## src/rtl/mtr_frame_pkg.sv

```systemverilog
package mtr_frame_pkg;

    localparam int THR_W         = 11;
    localparam int PAY_W         = THR_W + 1;
    localparam int CSUM_W        = 4;
    localparam int WORD_W        = PAY_W + CSUM_W;
    localparam int SLOTS_PER_BIT = 3;
    localparam int FRAME_SLOTS   = WORD_W * SLOTS_PER_BIT;
    localparam int RATE_SEL_W    = 2;
    localparam int RATE_COUNT    = 1 << RATE_SEL_W;
    localparam int BIT_IDX_W     = $clog2(WORD_W);
    localparam int PHASE_W       = 2;
    localparam int unsigned BASE_RATE = 150_000;

    typedef enum logic {
        TX_IDLE = 1'b0,
        TX_SEND = 1'b1
    } tx_state_e;

    typedef struct packed {
        logic [THR_W-1:0] throttle;
        logic             telem;
    } payload_t;

    typedef struct packed {
        payload_t          pay;
        logic [CSUM_W-1:0] csum;
    } frame_word_t;

    typedef struct packed {
        frame_word_t           word;
        logic                  inv;
        logic [RATE_SEL_W-1:0] rate;
    } frame_req_t;

    // XOR-fold the payload nibble by nibble
    function automatic logic [CSUM_W-1:0] nib_fold(input logic [PAY_W-1:0] p);
        logic [CSUM_W-1:0] acc;
        acc = '0;
        for (int n = 0; n < PAY_W / CSUM_W; n++) begin
            acc = acc ^ p[n*CSUM_W +: CSUM_W];
        end
        return acc;
    endfunction

    // Slot length in clock cycles for a given rate select
    function automatic int unsigned slot_cycles(input int unsigned clk_hz, input int unsigned sel);
        int unsigned half;
        half = (clk_hz / (BASE_RATE * SLOTS_PER_BIT * (32'd1 << sel))) / 2;
        if (half < 1) half = 1;
        return half * 2;
    endfunction

endpackage

```

## src/rtl/mtr_word_build.sv

```systemverilog
module mtr_word_build
    import mtr_frame_pkg::*;
(
    input  logic [THR_W-1:0] throttle,
    input  logic             telem,
    input  logic             bidir,
    output frame_word_t      word
);
    payload_t          pay;
    logic [PAY_W-1:0]  csum_src;

    always_comb begin
        pay.throttle = throttle;
        pay.telem    = telem;
        csum_src     = bidir ? ~pay : pay;
        word.pay     = pay;
        word.csum    = nib_fold(csum_src);
    end
endmodule

```

## src/rtl/mtr_slot_timer.sv

```systemverilog
module mtr_slot_timer
    import mtr_frame_pkg::*;
#(
    parameter int unsigned CLK_HZ = 120_000_000
) (
    input  logic                  clk,
    input  logic                  rst,
    input  logic                  start,
    input  logic                  run,
    input  logic [RATE_SEL_W-1:0] rate,
    output logic [BIT_IDX_W-1:0]  bit_idx,
    output logic [PHASE_W-1:0]    phase,
    output logic                  frame_end
);
    localparam int unsigned MAX_LEN = slot_cycles(CLK_HZ, 0);
    localparam int          CNT_W   = $clog2(MAX_LEN + 1);

    logic [CNT_W-1:0] len_tbl [RATE_COUNT];
    logic [CNT_W-1:0] cnt;
    logic             slot_end;
    logic             last_bit;
    logic             last_phase;

    for (genvar g = 0; g < RATE_COUNT; g++) begin : g_rate
        assign len_tbl[g] = CNT_W'(slot_cycles(CLK_HZ, g));
    end

    assign slot_end   = run && (cnt == len_tbl[rate] - CNT_W'(1));
    assign last_bit   = bit_idx == BIT_IDX_W'(WORD_W - 1);
    assign last_phase = phase == PHASE_W'(SLOTS_PER_BIT - 1);
    assign frame_end  = slot_end && last_bit && last_phase;

    always_ff @(posedge clk) begin
        if (rst || start) begin
            cnt     <= '0;
            bit_idx <= '0;
            phase   <= '0;
        end else if (run) begin
            if (slot_end) begin
                cnt <= '0;
                if (last_phase) begin
                    phase <= '0;
                    if (!last_bit) bit_idx <= bit_idx + BIT_IDX_W'(1);
                end else begin
                    phase <= phase + PHASE_W'(1);
                end
            end else begin
                cnt <= cnt + CNT_W'(1);
            end
        end
    end
endmodule

```

## src/rtl/mtr_bit_expander.sv

```systemverilog
module mtr_bit_expander
    import mtr_frame_pkg::*;
(
    input  logic [WORD_W-1:0]    word,
    input  logic [BIT_IDX_W-1:0] bit_idx,
    input  logic [PHASE_W-1:0]   phase,
    input  logic                 active,
    input  logic                 inv,
    output logic                 line
);
    logic cur_bit;
    logic raw;

    always_comb begin
        cur_bit = word[BIT_IDX_W'(WORD_W - 1) - bit_idx];
        raw     = 1'b0;
        if (active) begin
            case (phase)
                2'd0:    raw = 1'b1;
                2'd1:    raw = cur_bit;
                default: raw = 1'b0;
            endcase
        end
        line = raw ^ inv;
    end
endmodule

```

## src/rtl/mtr_frame_tx.sv

```systemverilog
module mtr_frame_tx
    import mtr_frame_pkg::*;
#(
    parameter int unsigned CLK_HZ = 120_000_000
) (
    input  logic        clk,
    input  logic        rst,
    input  logic [10:0] throttle_i,
    input  logic        telem_req_i,
    input  logic        bidir_i,
    input  logic [1:0]  rate_sel_i,
    input  logic        send_i,
    output logic        line_o,
    output logic        busy_o,
    output logic        done_o
);
    tx_state_e            state;
    frame_req_t           req_q;
    frame_word_t          new_word;
    logic                 accept;
    logic                 frame_end;
    logic                 done_q;
    logic [BIT_IDX_W-1:0] bit_idx;
    logic [PHASE_W-1:0]   slot_phase;
    logic [WORD_W-1:0]    word_bits;
    logic                 tx_inv;

    assign accept    = (state == TX_IDLE) && send_i;
    assign busy_o    = (state == TX_SEND);
    assign done_o    = done_q;
    assign word_bits = req_q.word;
    assign tx_inv    = req_q.inv;

    mtr_word_build u_build (
        .throttle (throttle_i),
        .telem    (telem_req_i),
        .bidir    (bidir_i),
        .word     (new_word)
    );

    mtr_slot_timer #(.CLK_HZ(CLK_HZ)) u_timer (
        .clk       (clk),
        .rst       (rst),
        .start     (accept),
        .run       (busy_o),
        .rate      (req_q.rate),
        .bit_idx   (bit_idx),
        .phase     (slot_phase),
        .frame_end (frame_end)
    );

    mtr_bit_expander u_expand (
        .word    (word_bits),
        .bit_idx (bit_idx),
        .phase   (slot_phase),
        .active  (busy_o),
        .inv     (tx_inv),
        .line    (line_o)
    );

    always_ff @(posedge clk) begin
        if (rst) begin
            state  <= TX_IDLE;
            req_q  <= '0;
            done_q <= 1'b0;
        end else begin
            done_q <= 1'b0;
            if (accept) begin
                state      <= TX_SEND;
                req_q.word <= new_word;
                req_q.inv  <= bidir_i;
                req_q.rate <= rate_sel_i;
            end else if (frame_end) begin
                state  <= TX_IDLE;
                done_q <= 1'b1;
            end
        end
    end
endmodule

```

## config.mk

```make
export PLATFORM = sky130hd
export DESIGN_NAME = mtr_frame_tx
export DESIGN_NICKNAME = d
export VERILOG_FILES = /design/src/rtl/mtr_frame_pkg.sv /design/src/rtl/mtr_word_build.sv /design/src/rtl/mtr_slot_timer.sv /design/src/rtl/mtr_bit_expander.sv /design/src/rtl/mtr_frame_tx.sv
export SDC_FILE = /design/constraint.sdc
export NUM_CORES = 1
export LEC_CHECK = 0
export BUFFER_PORTS_ARGS = -buffer_cell sky130_fd_sc_hd__buf_2
export CAP_MARGIN = 10
export CORE_UTILIZATION = 25
export CTS_BUF_LIST = sky130_fd_sc_hd__clkbuf_16
export CTS_CLUSTER_SIZE = 16
export DETAILED_ROUTE_END_ITERATION = 8
export GPL_TIMING_DRIVEN = 1
export SLEW_MARGIN = 40
export SYNTH_ARGS = -nofsm -noshare
export SYNTH_HDL_FRONTEND = slang
export SYNTH_SLANG_ARGS = --single-unit
```

## constraint.sdc

```tcl
create_clock -name clk -period 2.45 [get_ports clk]
set_input_delay 0.49 -clock clk [delete_from_list [all_inputs] [get_ports clk]]
set_output_delay 0.49 -clock clk [all_outputs]
set_load 0.005 [all_outputs]
```

After elaboration in Yosys (flattened, before gate mapping)
Cells that the tools add are included.
{ "op_classes": {"add_sub_neg": 5, "mul": 0, "div_mod_pow": 0, "magnitude_cmp": 2, "n_eq_ne": 4, "shift": 0, "mux": 13, "bitwise": 7, "n_reduce_logical": 10} }
{ "ops": {"columns": ["cell", "count"], "rows": [
  ["9-bit 2-to-1 mux", 3],
  ["9-bit binary-select mux with 2-bit select", 1],
  ["12-bit 2-to-1 mux", 1],
  ["12-bit inverter", 1],
  ["9-bit by 1-bit adder with 9-bit output (second input constant)", 1],
  ["9-bit equality test", 1],
  ["9-bit by 1-bit subtractor with 9-bit output (second input constant)", 1],
  ["4-bit XOR", 2],
  ["4-bit by 5-bit < comparator with 1-bit output (second input constant)", 1],
  ["1-bit 2-to-1 mux", 5],
  ["4-bit by 1-bit adder with 4-bit output (second input constant)", 1],
  ["1-bit binary-select mux with 4-bit select", 1],
  ["4-bit equality test (second input constant)", 1],
  ["1-bit logical AND", 4],
  ["4-bit AND reduction", 1],
  ["4-bit subtractor (first input constant)", 1],
  ["3-bit >= comparator (second input constant)", 1],
  ["2-bit inverter with 3-bit output", 1],
  ["2-bit by 1-bit adder with 2-bit output (second input constant)", 1],
  ["2-bit by 1-bit equality test with 1-bit output (second input constant)", 1],
  ["2-bit equality test (second input constant)", 1],
  ["2-bit zero test", 1],
  ["2-bit 2-to-1 mux", 1],
  ["1-bit inverter", 2],
  ["6 further kinds", 6]
]} }
{ "word_totals": {"reg_bits": 36, "latchBits": 0, "ram_bits": 0, "rom_bits": 0, "in_bits": 18, "output_inout_bits": 3, "wordCells": 51, "n_memories": 0} }

Depth between registers and ports, before layout
Gate-level depths: netlist of run 1.
{ "logic_depth": {"word_depth": 11, "mapped_depth": 7, "depth_no_buf": 7} }

Cells and area by module
A second synthesis of run 1 with hierarchy kept.
{ "unflattened": {"cells_unflattened": 224, "hier_area_um2": 2172.1} }
{ "by_module_without_submodules": {"columns": ["module", "instances", "cells_per_inst", "area_per_inst_um2"], "rows": [
  ["mtr_frame_tx", 1, 92, 955.9],
  ["mtr_slot_timer", 1, 98, 860.8],
  ["mtr_word_build", 1, 25, 200.2],
  ["mtr_bit_expander", 1, 9, 155.1]
]} }

Least setup slack after synthesis of run 1
Ideal clock, no wire load.
{ "synth_path": {"path_kind": "register to output", "start": "reg u_timer.bit_idx[3]", "end": "out line_o", "t_arrival_ps": 1681, "required_time_ps": 1960, "setup_slack_ps": 279, "stages_incl_launch_ff": 6, "path_cell_list": "dfxtp_1 > buf_2 > mux4_2 > mux4_2 > o21ai_1 > xnor2_1"} }
{ "synth_between": {"elab_chain_cells": 6} }
{ "synth_rtl": {"columns": ["item", "line", "rtl"], "rows": [
  ["start: declaration", "mtr_slot_timer.sv:11", "output logic [BIT_IDX_W-1:0] bit_idx,"],
  ["start signal: assignment", "mtr_slot_timer.sv:43", "if (!last_bit) bit_idx <= bit_idx + BIT_IDX_W'(1);"],
  ["4-bit subtractor", "mtr_bit_expander.sv:15", "cur_bit = word[BIT_IDX_W'(WORD_W - 1) - bit_idx];"],
  ["1-bit binary-select mux with 4-bit select", "mtr_bit_expander.sv:15", null],
  ["1-bit 2-to-1 mux (implied by the code)", "mtr_bit_expander.sv:15", null],
  ["1-bit one-hot mux with 2 select lines", "mtr_bit_expander.sv:18", "case (phase)"],
  ["1-bit 2-to-1 mux", "mtr_bit_expander.sv:17", "if (active) begin"],
  ["1-bit XOR", "mtr_bit_expander.sv:24", "line = raw ^ inv;"],
  ["end: declaration", "mtr_frame_tx.sv:13", "output logic line_o,"]
]} }
No other way between the ends. The select of a mux whose other input is x is not followed.

Worst setup path after layout of run 1
{ "layout_path": {"start": "reg u_timer.bit_idx[2]", "end": "out line_o"} }
The elaborated chain is that of the path after synthesis.

==> results by group, run 1 <==
Outcome
  – Status: complete, but fails checks
  – Failing checks: setup timing

Pwr
  – Gate power share: approximately a tenth
  – Register share of total power: 41.0%
  – Int Pwr: around 1.2 mW
  – Clk pwr share: between 40% and 50%
  – Sw power: between 300 and 400 uW
  – Sw frac: a little under a quarter
  – Worst VDD drop: around 0.00024 V
  – LEAKAGE: ~0.89 nW
  – Tot Pwr: roughly 1.5 mW
  – Cell area power density: about 670 mW/mm2

Detailed routing
  – Routed WL: approximately 4100 um
  – Vias/cell: approximately 4.4
  – Vias: around 1500
  – DR DRC count: 0
  – Initial drt markers: 67
  – ANT nets after route: 0
  – First drt pass iteration count: 4
  – DR WL/cell: between 10 and 15 um

Placement
  – Dpl ws: 0.100 ns
  – Global placement routability congestion: 0.765
  – I/O Buffers: 20
  – Post-DP HPWL: between 3000 and 4000 um

Finish
  – Multi-input gate area: between 0.001 and 0.0015 mm2
  – Area occupied by registers: a little over 700 um2
  – Number of diodes: 0
  – Nets: 263
  – Final core occ: around a third
  – Area Overhead vs Synth: 21.8%
  – Proportion of layout cells with a drive suffix above 1: between 20% and 30%
  – Filler cells: 780

Clock tree
  – Hold buffers post-CTS: 0
  – CTS Buf Count: 5
  – Clock buffer depth: 2
  – Setup repair bufs after CTS: 0
  – CTS tree: yes
  – Clk sinks: 36
  – CTS root buffer: clkbuf_16
  – Clock Latency Late Sink: ~0.28 ns
  – H-Tree Depth: 2
  – Clock transition at path regs: 0.06 ns

Floorplan
  – Die X: a little under 90 um
  – Io pins: 21
  – Starting density of the core: 25.9%
  – Die Y-Extent: roughly 90 um
  – Die ar.: 0.00787 mm2
  – Row cnt: 31
  – Core area: a little over 0.007 mm2

Critical path
  – CP required: around 2 ns
  – CP endpoint: line_o
  – Nature of the critical path startpoint: flip-flop
  – Worst Path Class, Setup: flip-flop to output pin
  – R2R Path End: u_timer.phase[0]
  – Reg2reg start: req_q[0]
  – Crit. End Element: output pin
  – Flop2flop setup slack: about 0.36 ns
  – Origin of the worst setup path: u_timer.bit_idx[2]
  – Maximum fanout along the worst path: 4
  – Worst Path Arrival: 2.03 ns
  – Reg2reg path depth: 8

STA
  – Final Max Tran Viols: 0
  – Clock Skew: approximately 0.0033 ns
  – Worst Tran Pin Value: roughly 0.42 ns
  – Final Hold Viols: 0
  – Relative slew slack: ~70%
  – Peak Freq: ~0.40 GHz
  – Final worst slack: -0.0685 ns
  – Minimum clock period: 2.52 ns
  – RSZ-0062 raised after global routing: true
  – Final setup violation count: 1
  – Final period util: 103%

Global routing
  – First-pass GRT wire length: about 7000 um
  – Initial antenna violation count: 0
  – GRT overflow: 0
  – Tot GR Track Use: a little under an eighth
  – Vias in the first global route: roughly 1500
  – Largest net degree at the start of global routing: 25

Logic synthesis
  – Distinct cells, synth: 33
  – Mapped Area: ~0.0019 mm2
  – Share of the synthesized area in the top cell type: between 30% and 40%
  – Synthesized flop and latch total: 36
  – Synth warn: 0
  – Syn Inst Count: around 210
  – Post-synthesis sequential area ratio: a little under two fifths
  – Leading area contributor after synthesis: dfxtp_1
  – Syn Area/Cell: 8.78 um2
  – Synth Net Count: 240
  – Area contributors post-synth: dfxtp_1 (38%), nand2_1 (8.0%), xnor2_1 (7.5%)

Hold path
  – HP Class: primary input to flip-flop

Flow run
  – Max-cap violations: 0
[timing repair]
action / in CTS / in global routing
setup endpoints to repair: 1 / 1
pin swaps: 0 / 0
gates resized for setup: 3 / 1
[cell families (layout without fill, tap and decap cells)]
group | after synthesis | in the layout | share of synthesized area (%)
AO/OA/AOI/OAI | 30 | 30 | 9.19
XOR/XNOR | 28 | 28 | 13.4
adder cells (fa/ha/maj) | 8 | 8 | 5.33
buffers and inverters | 16 | 40 | 3.66
flip-flops | 36 | 36 | 38.3
multiplexers | 7 | 7 | 7.26
AND/OR/NAND/NOR | 89 | 89 | 22.8
[cells in the mapped netlist]
cell      count
a31oi_1       1
nand4_2       2
xor2_1       11
and3_1        4
nand4_1       4
nor2b_1       3
clkbuf_1     10
mux2i_1       1
nand2_1      40
mux4_2        5
o31ai_1       2
buf_2         1
a211oi_1      5
and4_1        1
buf_6         1
xnor2_2       1
ha_1          8
nor4_1        3
or4_1         2
nand3_1       3
dfxtp_1      36
mux2i_2       1
o21ai_1       2
a21oi_1      19
nor2_1       20
nand2b_1      3
xnor2_1      16
a311oi_1      1
nor4_2        1
inv_1         4
or2_2         1
and3_2        1
or3_1         1
[power by group through the flow]
stage / Clock (mW) / Sequential [mW] / Combinational, mW
finish: 0.747 / 0.624 / 0.153
global route: 0.789 / 0.627 / 0.174
CTS: 0.760 / 0.624 / 0.156
detailed placement: 0 / 0.638 / 0.155
global placement: 0 / 0.637 / 0.151
floorplan: 0 / 0.632 / 0.109
[worst max-delay path, cell delays in order (launching register included)]
cell and delay [ns]:
dfxtp_4 0.37, mux4_2 0.48, mux4_2 0.51, o21ai_2 0.14
xnor2_1 0.12, buf_2 0.13
[per-stage QoR]
step                      cells  hold WS (ns)  setup TNS [ns]  cell area [um2]
after floorplan             214         0.433               0             1880
after global placement      329         0.451               0             2110
after detailed placement    329         0.454               0             2110
after CTS                   337         0.440         -0.0913             2290
after global routing        337         0.458          -0.148             2290
final                       337         0.446         -0.0685             2290
[registers in the layout, summed over array words and instances, names as in the netlist]
name             count
req_q               18
busy_o               1
u_timer.phase        2
u_timer.bit_idx      4
tx_inv               1
done_o               1
u_timer.cnt          9
[how the worst min path moves through the flow]
stage	start	end	slack [ns]	cells past startpoint
after floorplan	req_q[14]	req_q[14]	0.43	2
after global placement	req_q[15]	req_q[15]	0.45	2
after detailed placement	req_q[7]	req_q[7]	0.45	2
after CTS	rate_sel_i[1]	req_q[1]	0.44	3
after global routing	throttle_i[5]	req_q[13]	0.46	3
final	rate_sel_i[1]	req_q[1]	0.45	3
[final cells by class]
type,count,area share [%]
Multi-Input combinational cell,162,47.8
Sequential cell,36,31.7
Timing Repair Buffer,28,6.99
Clock buffer,5,5.46
Tap cell,99,5.41
Clock inverter,3,2.02
Inverter,4,0.656
[layer usage]
layer	GRT usage (%)	share of wire (%)
met5	0	0
met4	5.43	1.6
met3	2.43	3.1
met2	17.3	45
met1	15.9	51
[placed cells by master, fill, tap and decap left out, drive strengths merged, types with 3 or more instances in the layout]
cell type	netlist	final
nand3	3	3
nor2b	3	3
dfxtp	36	36
clkbuf	10	5
nand4	6	6
inv	4	5
xnor2	17	17
xor2	11	11
buf	2	28
and3	5	5
a211oi	5	5
nand2b	3	3
a21oi	19	19
nand2	40	40
ha	8	8
mux4	5	5
nor2	20	20
nor4	4	4
Power figures use the tool's default switching activity.
==> run 2, diff against run 1 <==
Settings changed: GPL_ROUTABILITY_DRIVEN set to 0, MAX_ROUTING_LAYER set to met4, SETUP_SLACK_MARGIN set to 0.4.
==> results by group, run 2 (same netlist as run 1, synthesis figures left out) <==
Critical path
  – CP top delay family: multiplexers
  – Worst Path Class, Setup: flip-flop to output pin
  – Reg2reg start: req_q[1]
  – Worst path bufs/invs: 1 (unchanged)
  – Maximum fanout along the worst path: 4 (unchanged)
  – Nature of the critical path startpoint: flip-flop
  – Reg2reg path depth: 7 (-1)
  – Critical path's most frequent cell: mux4_2
  – Crit path largest cell delay: 0.49 ns (-0.02 ns)
  – Flop2flop setup slack: 0.49 ns (+0.13 ns)
  – Worst Path Arrival: 2.01 ns (-0.02 ns)
  – R2R Path End: u_timer.bit_idx[0]
  – Slowest cell on crit path: mux4_2
  – CP required: 1.96 ns (about the same)
  – Critical path, cell by cell: mux4_2 > mux4_2 > o21ai_2 > xnor2_1 > buf_2
  – Crit. End Element: output pin

Clock tree
  – Clock Latency Late Sink: 0.27 ns (about the same)
  – Clk sinks: 36 (unchanged)
  – H-Tree Depth: 2 (unchanged)
  – CTS tree: yes
  – Clock buffer depth: 2 (unchanged)
  – CTS Buf Count: 5 (unchanged)
  – Clock transition at path regs: 0.05 ns (about the same)
  – CTS root buffer: clkbuf_16

Detailed routing
  – DR DRC count: 0 (unchanged)
  – Initial drt markers: 55 (-18%)
  – Routed WL: 3820 um (-5.9%)
  – DR WL/cell: 11.3 um (-6.4%)
  – ANT nets after route: 0 (unchanged)
  – First drt pass iteration count: 4 (unchanged)
  – Vias/cell: 4.48 (+1.3%)
  – Vias: 1519 (+1.9%)

Finish
  – Largest regs: req_q (18), u_timer.cnt (9), u_timer.bit_idx (4)
  – Top reg by flops: req_q
  – Max FFs per register: 18 (unchanged)
  – Most common cell after layout, fill and taps aside: nand2_1
  – Cell area after layout: 0.00235 mm2 (+2.7%)
  – Area Overhead vs Synth: 25.2%
  – Nets: 265 (+0.76%)
  – Final core occ: 32.4% (+0.86 points)
  – Filler cells: 765 (-1.9%)
  – Number of diodes: 0 (unchanged)
  – Most frequent cells in the layout: nand2_1 (40), dfxtp_1 (32), nor2_1 (20), buf_2 (20), a21oi_1 (17)
  – Proportion of layout cells with a drive suffix above 1: 27.1% (+5.7 points)

Global routing
  – Initial antenna violation count: 0 (unchanged)
  – Tot GR Track Use: 11.3% (-0.32 points)
  – GRT overflow: 0 (unchanged)
  – Largest net degree at the start of global routing: 25 (unchanged)
  – Vias in the first global route: 1445 (-0.69%)
  – First-pass GRT wire length: 6670 um (-5.1%)

STA
  – Peak Freq: 0.400 GHz (+0.75%)
  – Final Hold Viols: 0 (unchanged)
  – Final Max Tran Viols: 0 (unchanged)
  – Worst Tran Pin Value: 0.409 ns (-0.0104 ns)
  – Clock Skew: 0.00512 ns (+0.00182 ns)
  – Relative slew slack: 72.7% (+0.69 points)
  – Final period util: 102% (-0.77 points)
  – Final worst slack: -0.0497 ns (+0.0188 ns)
  – Final setup violation count: 1 (unchanged)
  – Minimum clock period: 2.50 ns (-0.0188 ns)
  – RSZ-0062 raised after global routing: true
  – Setup TNS: -0.0497 ns (+0.0188 ns)

Pwr
  – LEAKAGE: 0.899 nW (+0.80%)
  – Cell area power density: 586 mW/mm2 (-12%)
  – Tot Pwr: 1.38 mW (-9.6%)
  – Worst VDD drop: 0.000322 V (+31%)

Floorplan
  – Starting density of the core: 25.9% (unchanged)
  – Die X: 88.7 um (unchanged)
  – Io pins: 21 (unchanged)
  – Die ar.: 0.00787 mm2 (unchanged)
  – Row cnt: 31 (unchanged)
  – Die Y-Extent: 88.7 um (unchanged)
  – Core area: 0.00725 mm2 (unchanged)

Placement
  – Dpl ws: 0.131 ns (+0.0308 ns)
  – I/O Buffers: 20 (unchanged)
  – Post-DP HPWL: 2720 um (-9.4%)
  – Placed Area: 0.00211 mm2 (-0.18%)

Hold path
  – Critical hold path startpoint: req_q[7]
  – Worst hold endpoint: req_q[7]
  – HP Class: flip-flop to flip-flop
  – Cell depth of the worst hold path: 2 (-1)

Outcome
  – Failing checks: setup timing
  – Status: complete, but fails checks

Flow run
  – Max-cap violations: 0 (unchanged)
[run 2: worst max-delay path by stage]
stage	start	to	slack [ns]	cells after the start
after floorplan	u_timer.bit_idx[2]	line_o	0.31	5
after global routing	u_timer.bit_idx[2]	line_o	-0.17	5
after detailed placement	u_timer.bit_idx[2]	line_o	0.13	5
after global placement	u_timer.bit_idx[2]	line_o	0.16	5
after CTS	u_timer.bit_idx[2]	line_o	-0.07	5
final	u_timer.bit_idx[2]	line_o	-0.05	5
[run 2: report_power, final]
group          switching [mW]  leakage (nW)  total (mW)  internal, mW
combinational          0.0836         0.534       0.159        0.0756
clock                   0.228        0.0687       0.597         0.369
sequential             0.0154         0.296       0.623         0.607
total                   0.327         0.899        1.38          1.05
[run 2: what timing repair did]
item                       CTS  global route
gates resized for setup      2            21
hold buffers                 0             0
buffers inserted             2             1
setup endpoints to repair    2            15
pin swaps                    2             6
[run 2: final cells by class]
class                   instances  area [um2]  share of cell area [%]
clock buffers                   5         125                    5.32
inverters                       4        20.0                   0.851
flip-flops and latches         36         733                    31.2
repair buffers                 30         175                    7.45
multi-input cells             162        1160                    49.3
well taps                      99         124                    5.27
clock inverters                 3        15.0                   0.638
[run 2: stage by stage]
step / std cells / hold WS (ns)
after floorplan: 214 / 0.433
after detailed placement: 328 / 0.448
after global routing: 339 / 0.475
after CTS: 338 / 0.455
final: 339 / 0.453
after global placement: 328 / 0.448
[run 2: worst reg2reg max path, stage by stage (launching register included)]
cell     delay, ns
dfxtp_4       0.39
inv_4         0.05
ha_4          0.16
xor2_2        0.16
nor4_2        0.35
nand4_2       0.16
or4_4         0.53
a21oi_2       0.12
[run 2: layer usage]
layer | track usage [%] | routed length, um
met1 | 14.6 | 1830
met3 | 2.89 | 169
met5 | - | 0
met4 | 4.69 | 24
met2 | 16.5 | 1800
